--- src/rtl/thm_pkg.sv ---
package thm_pkg;
  localparam int CODE_W     = 9;
  localparam int LVL_COUNT  = 8;
  localparam int ADDR_W     = 12;
  localparam int FALL_SHIFT = 16;

  localparam int OFF_CTRL  = 'h020;
  localparam int OFF_TEMP  = 'h040;
  localparam int OFF_RISE  = 'h050;
  localparam int OFF_FALL  = 'h060;
  localparam int OFF_INTEN = 'h110;
  localparam int OFF_PEND  = 'h118;
  localparam int OFF_EMUL  = 'h160;

  localparam int CTRL_EN_BIT = 0;
  localparam int CTRL_PD_BIT = 23;
  localparam int EMUL_EN_BIT = 0;
  localparam int EMUL_LSB    = 7;
  localparam int THR_HI_LSB  = 16;

  typedef struct packed {
    logic              core_en;
    logic              pd_en;
    logic              emul_en;
    logic [CODE_W-1:0] emul_code;
  } thm_cfg_t;
endpackage

--- src/rtl/thm_regs.sv ---
module thm_regs
  import thm_pkg::*;
#(
  parameter int NLVL = LVL_COUNT,
  parameter int CW   = CODE_W,
  parameter int AW   = ADDR_W
) (
  input  logic                     clk,
  input  logic                     rst_n,
  input  logic                     bus_sel,
  input  logic                     bus_wr,
  input  logic [AW-1:0]            bus_addr,
  input  logic [31:0]              bus_wdata,
  input  logic [CW-1:0]            cur_temp,
  input  logic [NLVL-1:0]          pend_rise,
  input  logic [NLVL-1:0]          pend_fall,
  output logic [31:0]              bus_rdata,
  output thm_cfg_t                 cfg,
  output logic [NLVL-1:0][CW-1:0]  rise_thr,
  output logic [NLVL-1:0][CW-1:0]  fall_thr,
  output logic [NLVL-1:0]          en_rise,
  output logic [NLVL-1:0]          en_fall,
  output logic [NLVL-1:0]          clr_rise,
  output logic [NLVL-1:0]          clr_fall
);
  localparam int NREG = NLVL / 2;
  localparam int FS   = FALL_SHIFT;

  logic                    wr;
  logic                    core_q, core_d, pd_q, pd_d;
  logic                    emen_q, emen_d;
  logic [CW-1:0]           emcode_q, emcode_d;
  logic [NLVL-1:0]         enr_q, enr_d, enf_q, enf_d;
  logic [NLVL-1:0][CW-1:0] rise_q, rise_d, fall_q, fall_d;

  assign wr = bus_sel & bus_wr;

  // next-state for all writable state
  always_comb begin
    core_d   = core_q;
    pd_d     = pd_q;
    emen_d   = emen_q;
    emcode_d = emcode_q;
    enr_d    = enr_q;
    enf_d    = enf_q;
    rise_d   = rise_q;
    fall_d   = fall_q;
    if (wr && bus_addr == AW'(OFF_CTRL)) begin
      core_d = bus_wdata[CTRL_EN_BIT];
      pd_d   = bus_wdata[CTRL_PD_BIT];
    end
    if (wr && bus_addr == AW'(OFF_EMUL)) begin
      emen_d   = bus_wdata[EMUL_EN_BIT];
      emcode_d = bus_wdata[EMUL_LSB +: CW];
    end
    if (wr && bus_addr == AW'(OFF_INTEN)) begin
      enr_d = bus_wdata[NLVL-1:0];
      enf_d = bus_wdata[FS +: NLVL];
    end
    for (int k = 0; k < NREG; k++) begin
      if (wr && bus_addr == AW'(OFF_RISE + 4*k)) begin
        rise_d[NLVL-1-2*k] = bus_wdata[THR_HI_LSB +: CW];
        rise_d[NLVL-2-2*k] = bus_wdata[CW-1:0];
      end
      if (wr && bus_addr == AW'(OFF_FALL + 4*k)) begin
        fall_d[NLVL-1-2*k] = bus_wdata[THR_HI_LSB +: CW];
        fall_d[NLVL-2-2*k] = bus_wdata[CW-1:0];
      end
    end
  end

  always_ff @(posedge clk or negedge rst_n) begin
    if (!rst_n) begin
      core_q   <= 1'b0;
      pd_q     <= 1'b0;
      emen_q   <= 1'b0;
      emcode_q <= '0;
      enr_q    <= '0;
      enf_q    <= '0;
      rise_q   <= {NLVL{{CW{1'b1}}}};
      fall_q   <= '0;
    end else begin
      core_q   <= core_d;
      pd_q     <= pd_d;
      emen_q   <= emen_d;
      emcode_q <= emcode_d;
      enr_q    <= enr_d;
      enf_q    <= enf_d;
      rise_q   <= rise_d;
      fall_q   <= fall_d;
    end
  end

  // pending clear strobes: write-one-to-clear
  always_comb begin
    clr_rise = '0;
    clr_fall = '0;
    if (wr && bus_addr == AW'(OFF_PEND)) begin
      clr_rise = bus_wdata[NLVL-1:0];
      clr_fall = bus_wdata[FS +: NLVL];
    end
  end

  // read mux
  always_comb begin
    bus_rdata = '0;
    if (bus_sel) begin
      if (bus_addr == AW'(OFF_CTRL)) begin
        bus_rdata[CTRL_EN_BIT] = core_q;
        bus_rdata[CTRL_PD_BIT] = pd_q;
      end
      if (bus_addr == AW'(OFF_TEMP)) bus_rdata[CW-1:0] = cur_temp;
      if (bus_addr == AW'(OFF_INTEN)) begin
        bus_rdata[NLVL-1:0]  = enr_q;
        bus_rdata[FS +: NLVL] = enf_q;
      end
      if (bus_addr == AW'(OFF_PEND)) begin
        bus_rdata[NLVL-1:0]  = pend_rise;
        bus_rdata[FS +: NLVL] = pend_fall;
      end
      if (bus_addr == AW'(OFF_EMUL)) begin
        bus_rdata[EMUL_EN_BIT]    = emen_q;
        bus_rdata[EMUL_LSB +: CW] = emcode_q;
      end
      for (int k = 0; k < NREG; k++) begin
        if (bus_addr == AW'(OFF_RISE + 4*k)) begin
          bus_rdata[THR_HI_LSB +: CW] = rise_q[NLVL-1-2*k];
          bus_rdata[CW-1:0]           = rise_q[NLVL-2-2*k];
        end
        if (bus_addr == AW'(OFF_FALL + 4*k)) begin
          bus_rdata[THR_HI_LSB +: CW] = fall_q[NLVL-1-2*k];
          bus_rdata[CW-1:0]           = fall_q[NLVL-2-2*k];
        end
      end
    end
  end

  assign cfg.core_en   = core_q;
  assign cfg.pd_en     = pd_q;
  assign cfg.emul_en   = emen_q;
  assign cfg.emul_code = emcode_q;
  assign rise_thr      = rise_q;
  assign fall_thr      = fall_q;
  assign en_rise       = enr_q;
  assign en_fall       = enf_q;

  AST_RISE_TOP_PACK: assert property (@(posedge clk) disable iff (!rst_n)
    (wr && bus_addr == AW'(OFF_RISE)) |=>
      (rise_thr[NLVL-1] == $past(bus_wdata[THR_HI_LSB +: CW])));
endmodule

--- src/rtl/thm_sample.sv ---
module thm_sample
  import thm_pkg::*;
#(
  parameter int CW = CODE_W
) (
  input  logic          clk,
  input  logic          rst_n,
  input  logic          sens_valid,
  input  logic [CW-1:0] sens_code,
  input  logic          sens_pdn,
  input  thm_cfg_t      cfg,
  output logic          accept,
  output logic [CW-1:0] smp_code,
  output logic [CW-1:0] cur_temp
);
  logic          blocked;
  logic [CW-1:0] temp_q, temp_d;

  assign blocked  = cfg.pd_en & sens_pdn;
  assign accept   = sens_valid & cfg.core_en & ~blocked;
  assign smp_code = cfg.emul_en ? cfg.emul_code : sens_code;

  always_comb begin
    temp_d = temp_q;
    if (accept) temp_d = smp_code;
  end

  always_ff @(posedge clk or negedge rst_n) begin
    if (!rst_n) temp_q <= '0;
    else        temp_q <= temp_d;
  end

  assign cur_temp = temp_q;

  AST_PD_FREEZE: assert property (@(posedge clk) disable iff (!rst_n)
    (cfg.pd_en && sens_pdn) |=> $stable(cur_temp));
  AST_EMUL_SOURCE: assert property (@(posedge clk) disable iff (!rst_n)
    (accept && cfg.emul_en) |=> (cur_temp == $past(cfg.emul_code)));
endmodule

--- src/rtl/thm_cmp.sv ---
module thm_cmp
  import thm_pkg::*;
#(
  parameter int NLVL = LVL_COUNT,
  parameter int CW   = CODE_W
) (
  input  logic                    clk,
  input  logic                    rst_n,
  input  logic                    accept,
  input  logic [CW-1:0]           smp_code,
  input  logic [NLVL-1:0][CW-1:0] rise_thr,
  input  logic [NLVL-1:0][CW-1:0] fall_thr,
  output logic [NLVL-1:0]         evt_rise,
  output logic [NLVL-1:0]         evt_fall
);
  for (genvar i = 0; i < NLVL; i++) begin : g_lvl
    logic ge_now, le_now;
    logic ge_q, ge_d, le_q, le_d;

    assign ge_now = (smp_code >= rise_thr[i]);
    assign le_now = (smp_code <= fall_thr[i]);

    always_comb begin
      ge_d = ge_q;
      le_d = le_q;
      if (accept) begin
        ge_d = ge_now;
        le_d = le_now;
      end
    end

    // history resets to the cool side: below rising, at/below falling
    always_ff @(posedge clk or negedge rst_n) begin
      if (!rst_n) begin
        ge_q <= 1'b0;
        le_q <= 1'b1;
      end else begin
        ge_q <= ge_d;
        le_q <= le_d;
      end
    end

    assign evt_rise[i] = accept & ge_now & ~ge_q;
    assign evt_fall[i] = accept & le_now & ~le_q;

    AST_RISE_NO_REPEAT: assert property (@(posedge clk) disable iff (!rst_n)
      evt_rise[i] |=> !evt_rise[i]);
    AST_FALL_NO_REPEAT: assert property (@(posedge clk) disable iff (!rst_n)
      evt_fall[i] |=> !evt_fall[i]);
  end
endmodule

--- src/rtl/thermal_trip_monitor.sv ---
module thermal_trip_monitor
  import thm_pkg::*;
#(
  parameter int NLVL = LVL_COUNT,
  parameter int CW   = CODE_W,
  parameter int AW   = ADDR_W
) (
  input  logic          clk,
  input  logic          rst_n,
  input  logic          bus_sel,
  input  logic          bus_wr,
  input  logic [AW-1:0] bus_addr,
  input  logic [31:0]   bus_wdata,
  output logic [31:0]   bus_rdata,
  input  logic          sens_valid,
  input  logic [CW-1:0] sens_code,
  input  logic          sens_pdn,
  output logic          irq
);
  thm_cfg_t                cfg;
  logic [NLVL-1:0][CW-1:0] rise_thr, fall_thr;
  logic [NLVL-1:0]         en_rise, en_fall, clr_rise, clr_fall;
  logic [NLVL-1:0]         evt_rise, evt_fall;
  logic [NLVL-1:0]         pr_q, pr_d, pf_q, pf_d;
  logic                    accept;
  logic [CW-1:0]           smp_code, cur_temp;

  thm_regs #(.NLVL(NLVL), .CW(CW), .AW(AW)) u_regs (
    .clk(clk), .rst_n(rst_n), .bus_sel(bus_sel), .bus_wr(bus_wr),
    .bus_addr(bus_addr), .bus_wdata(bus_wdata), .cur_temp(cur_temp),
    .pend_rise(pr_q), .pend_fall(pf_q), .bus_rdata(bus_rdata), .cfg(cfg),
    .rise_thr(rise_thr), .fall_thr(fall_thr), .en_rise(en_rise),
    .en_fall(en_fall), .clr_rise(clr_rise), .clr_fall(clr_fall)
  );

  thm_sample #(.CW(CW)) u_sample (
    .clk(clk), .rst_n(rst_n), .sens_valid(sens_valid), .sens_code(sens_code),
    .sens_pdn(sens_pdn), .cfg(cfg), .accept(accept), .smp_code(smp_code),
    .cur_temp(cur_temp)
  );

  thm_cmp #(.NLVL(NLVL), .CW(CW)) u_cmp (
    .clk(clk), .rst_n(rst_n), .accept(accept), .smp_code(smp_code),
    .rise_thr(rise_thr), .fall_thr(fall_thr), .evt_rise(evt_rise),
    .evt_fall(evt_fall)
  );

  // pending: a new event outranks a same-cycle clear
  always_comb begin
    pr_d = (pr_q & ~clr_rise) | evt_rise;
    pf_d = (pf_q & ~clr_fall) | evt_fall;
  end

  always_ff @(posedge clk or negedge rst_n) begin
    if (!rst_n) begin
      pr_q <= '0;
      pf_q <= '0;
    end else begin
      pr_q <= pr_d;
      pf_q <= pf_d;
    end
  end

  assign irq = |{pr_q & en_rise, pf_q & en_fall};

  AST_PEND_STICKY: assert property (@(posedge clk) disable iff (!rst_n)
    (clr_rise == '0 && clr_fall == '0) |=>
      (((pr_q & $past(pr_q)) == $past(pr_q)) &&
       ((pf_q & $past(pf_q)) == $past(pf_q))));
  AST_IRQ_QUIET: assert property (@(posedge clk) disable iff (!rst_n)
    (en_rise == '0 && en_fall == '0) |-> !irq);
  AST_IDLE_NO_EVENT: assert property (@(posedge clk) disable iff (!rst_n)
    (!cfg.core_en && clr_rise == '0 && clr_fall == '0) |=>
      ($stable(pr_q) && $stable(pf_q)));
endmodule

--- config.mk ---
export PLATFORM = sky130hd
export DESIGN_NAME = thermal_trip_monitor
export DESIGN_NICKNAME = d
export VERILOG_FILES = /design/src/rtl/thm_pkg.sv /design/src/rtl/thm_regs.sv /design/src/rtl/thm_sample.sv /design/src/rtl/thm_cmp.sv /design/src/rtl/thermal_trip_monitor.sv
export SDC_FILE = /design/constraint.sdc
export NUM_CORES = 1
export LEC_CHECK = 0
export ABC_AREA = 0
export BUFFER_PORTS_ARGS = -buffer_cell sky130_fd_sc_hd__buf_4
export CELL_PAD_IN_SITES_DETAIL_PLACEMENT = 1
export CELL_PAD_IN_SITES_GLOBAL_PLACEMENT = 2
export CORE_AREA = 2 2 240 147
export DETAILED_ROUTE_END_ITERATION = 7
export DIE_AREA = 0 0 242 149
export MAX_ROUTING_LAYER = met4
export PLACE_DENSITY = 0.89
export SKIP_CTS_REPAIR_TIMING = 1
export SLEW_MARGIN = 20
export SYNTH_ARGS = -nofsm -noshare
export SYNTH_HDL_FRONTEND = slang
export SYNTH_SLANG_ARGS = --single-unit
--- constraint.sdc ---
create_clock -name clk -period 7.5 [get_ports clk]
set_clock_uncertainty 0.15 [all_clocks]
set_input_delay 0 -clock clk [delete_from_list [all_inputs] [get_ports clk]]
set_output_delay 0 -clock clk [all_outputs]
set_load 0.02 [all_outputs]
==> impl_metrics.csv <==
group,metric,value,unit
yosys,synth_edf_count,0,
setup_path,cp.required,7.35,ns
clocking,numCtsBuffers,24,
clocking,clkTransAtPathRegs,0.06,ns
setup_path,max_stage_delay,0.84,ns
yosys,synth_seq_cells,213,
timing,finalCritPeriodShare,52.0,%
status,status,"finished clean",
layout,nets,1759,
clocking,cts_tree,"built",
yosys,yosys_warnings,0,
die,coreArea,34200,sq um
timing,worst_pin_slew,1.16,ns
die,num_rows,53,
setup_path,cp_common_cell,"buf_4",
yosys,async_flop_share,100,%
job,maxCapViolations,0,
detailed_routing,drt-initial-drc-count,1234,
detailed_routing,via_per_inst,6.26,
clocking,htreeDepth,1,
power_and_ir_drop,p_per_area,166,nW/um^2
die,initial_core_util,42.2,%
min_path,hp-class,"input port to flip-flop",
die,dieWidth,242,microns
detailed_routing,ant_nets,0,
yosys,ys.flop_type,"dfrtp_1",
setup_path,worst_setup_path_end_kind,"output port",
timing,setup_violations,0,
clocking,clk_path_buf_depth,3,
power_and_ir_drop,ir_drop,0.000146,V
setup_path,crit_slowest_cell,"nor2_1",
setup_path,critPathKind,"input port to output port",
detailed_routing,drc_errors,0,
timing,rsz0062_at_grt,"no",
die,die_area,36100,sq um
power_and_ir_drop,p_leak,7.13,nW
power_and_ir_drop,total_power,2.73,mW
timing,hold_ws,0.0290,ns
clocking,worstSkewPairLatency,0.55,ns
yosys,synth.avg_cell_area,9.69,sq um
detailed_routing,dr.pass1.iters,5,
global_routing,overflow,0,
placed_design,gp_congestion,1.00,
die,die_h,149,microns
layout,mostFrequentLayoutCells,"inv_1 (166), ha_1 (144), mux2_2 (138), dfrtp_1 (133), nand2_1 (113)",
placed_design,port_buffers,77,
layout,fin_util,48.0,%
yosys,syn_inst,1490,
clocking,numClockSinks,213,
setup_path,startpoint_type,"input port",
placed_design,hpwl,42.7,mm
layout,fill_cells,3851,
global_routing,grt_first_pass_wirelength,87.3,mm
yosys,synth_cell_type_count,79,
die,ioPinCount,92,
timing,final_max_slew_viol_count,0,
yosys,ys_seq_area_share,37.6,%
global_routing,grt_pass1_vias,12902,
global_routing,grt.total_usage,34.1,%
detailed_routing,wl,60.0,mm
setup_path,crit_chain,"dlygate4sd3_1 > buf_4 > nor3b_2 > nand2_1 > nor2_1 > a22oi_1 > a31oi_1 > buf_4",
setup_path,worstPathArrival,3.75,ns
timing,setup_slack,3.60,ns
global_routing,grt_max_degree,85,
detailed_routing,via_count,12786,
timing,fin_setup_tns,0,ns
yosys,syn_area,14400,sq um
timing,slew_headroom,22.9,%
layout,drive_gt1_share,25.0,%
detailed_routing,wl_per_cell,29.4,microns
layout,mostFrequentLayoutCell,"inv_1",
placed_design,pre_cts_slack,4.00,ns
clocking,cts_root_buffer,"clkbuf_16",
timing,hold_viol,0,
timing,max_freq,256,MHz
layout,area_growth,13.7,%
timing,layout_min_cycle_time,3.90,ns
global_routing,antenna_found_initial,1,
setup_path,cp_max_fo,23,
## sequential cells by signal, summed over array words and instances (netlist names)
signal	cells
pf_q	8
pr_q	8
u_cmp.g_lvl.ge_q	8
u_cmp.g_lvl.le_q	8
u_regs.core_q	1
u_regs.emcode_q	9
u_regs.emen_q	1
u_regs.en_fall	8
u_regs.en_rise	8
u_regs.fall_thr	72
u_regs.pd_q	1
u_regs.rise_thr	72
u_sample.cur_temp	9
## cells by family (layout without fill, tap and decap cells)
family | count (synthesis) | after routing | synth area share [%]
AOI/OAI and AO/OA | 398 | 398 | 18.3
adders and majority gates | 144 | 144 | 12.5
buffers and inverters | 257 | 335 | 7.75
DFF | 213 | 213 | 37.6
muxes | 155 | 155 | 12.0
other | 1 | 8 | 0.0260
and+or+nand+nor | 322 | 322 | 11.9
## worst max-delay path, delay by kind of cell
kind | cells | cell delay, ns
buf+inv | 3 | 0.99
compound gates | 2 | 0.72
simple gates | 3 | 2.04
## layout make-up
class	instances	area (sq um)	share of cell area (%)
clock inverters	10	105	0.640
inverters	166	623	3.79
clock buffers	34	699	4.26
diodes	1	2.50	0.0152
multi-input cells	1026	7950	48.4
well taps	467	584	3.56
repair buffers	125	1030	6.29
flip-flops and latches	213	5430	33.1
## power breakdown
group          internal [mW]  total (mW)  switching (mW)
clock                  0.719        1.26           0.542
combinational         0.0955       0.304           0.208
sequential              1.16        1.16         0.00549
total                   1.97        2.73           0.755
## cells in the mapped netlist (22+ instances only)
cell type | instances | area share [%]
mux2_2 | 138 | 11
o21ai_0 | 99 | 3.4
dfstp_2 | 80 | 15
clkbuf_1 | 38 | 0.99
a21oi_1 | 86 | 3.0
a22oi_1 | 24 | 1.2
inv_1 | 166 | 4.3
o22ai_1 | 23 | 1.0
nor3_1 | 22 | 0.76
dfrtp_1 | 133 | 23
buf_4 | 25 | 1.3
nand2_1 | 113 | 2.9
ha_1 | 144 | 12
nor2_1 | 67 | 1.7
## layer usage
layer	vias to the layer above	track usage, %	part of all wire [%]
li1	5492	-	-
met1	6519	48.4	46
met2	660	46.2	40
met3	115	11.0	11
met4	0	8.86	2.8
met5	-	-	0
## metrics by stage
step                      area [sq um]  std cells
final                            16400       2042
after global routing             16400       2042
after CTS                        16100       2008
after detailed placement         15300       1964
after global placement           15300       1964
after floorplan                  14500       1496
## worst paths after layout
check,startpoint,end,slack [ns],cells past startpoint
hold / removal,sens_valid,u_sample.cur_temp[3]$_DFFE_PN0P_,0.03,5
hold reg to reg,u_cmp.g_lvl[3].ge_q$_DFFE_PN0P_,pr_q[3]$_DFF_PN0_,0.31,1
setup / recovery,bus_addr[6],bus_rdata[8],3.60,8
min in group asynchronous,rst_n,u_regs.fall_thr[8]$_DFFE_PN0P_,0.39,3
max in group asynchronous,rst_n,u_regs.fall_thr[20]$_DFFE_PN0P_,5.16,4
setup reg to reg,u_regs.emen_q$_DFFE_PN0P_,u_cmp.g_lvl[4].ge_q$_DFFE_PN0P_,3.89,6
Power figures use the tool's default switching activity.
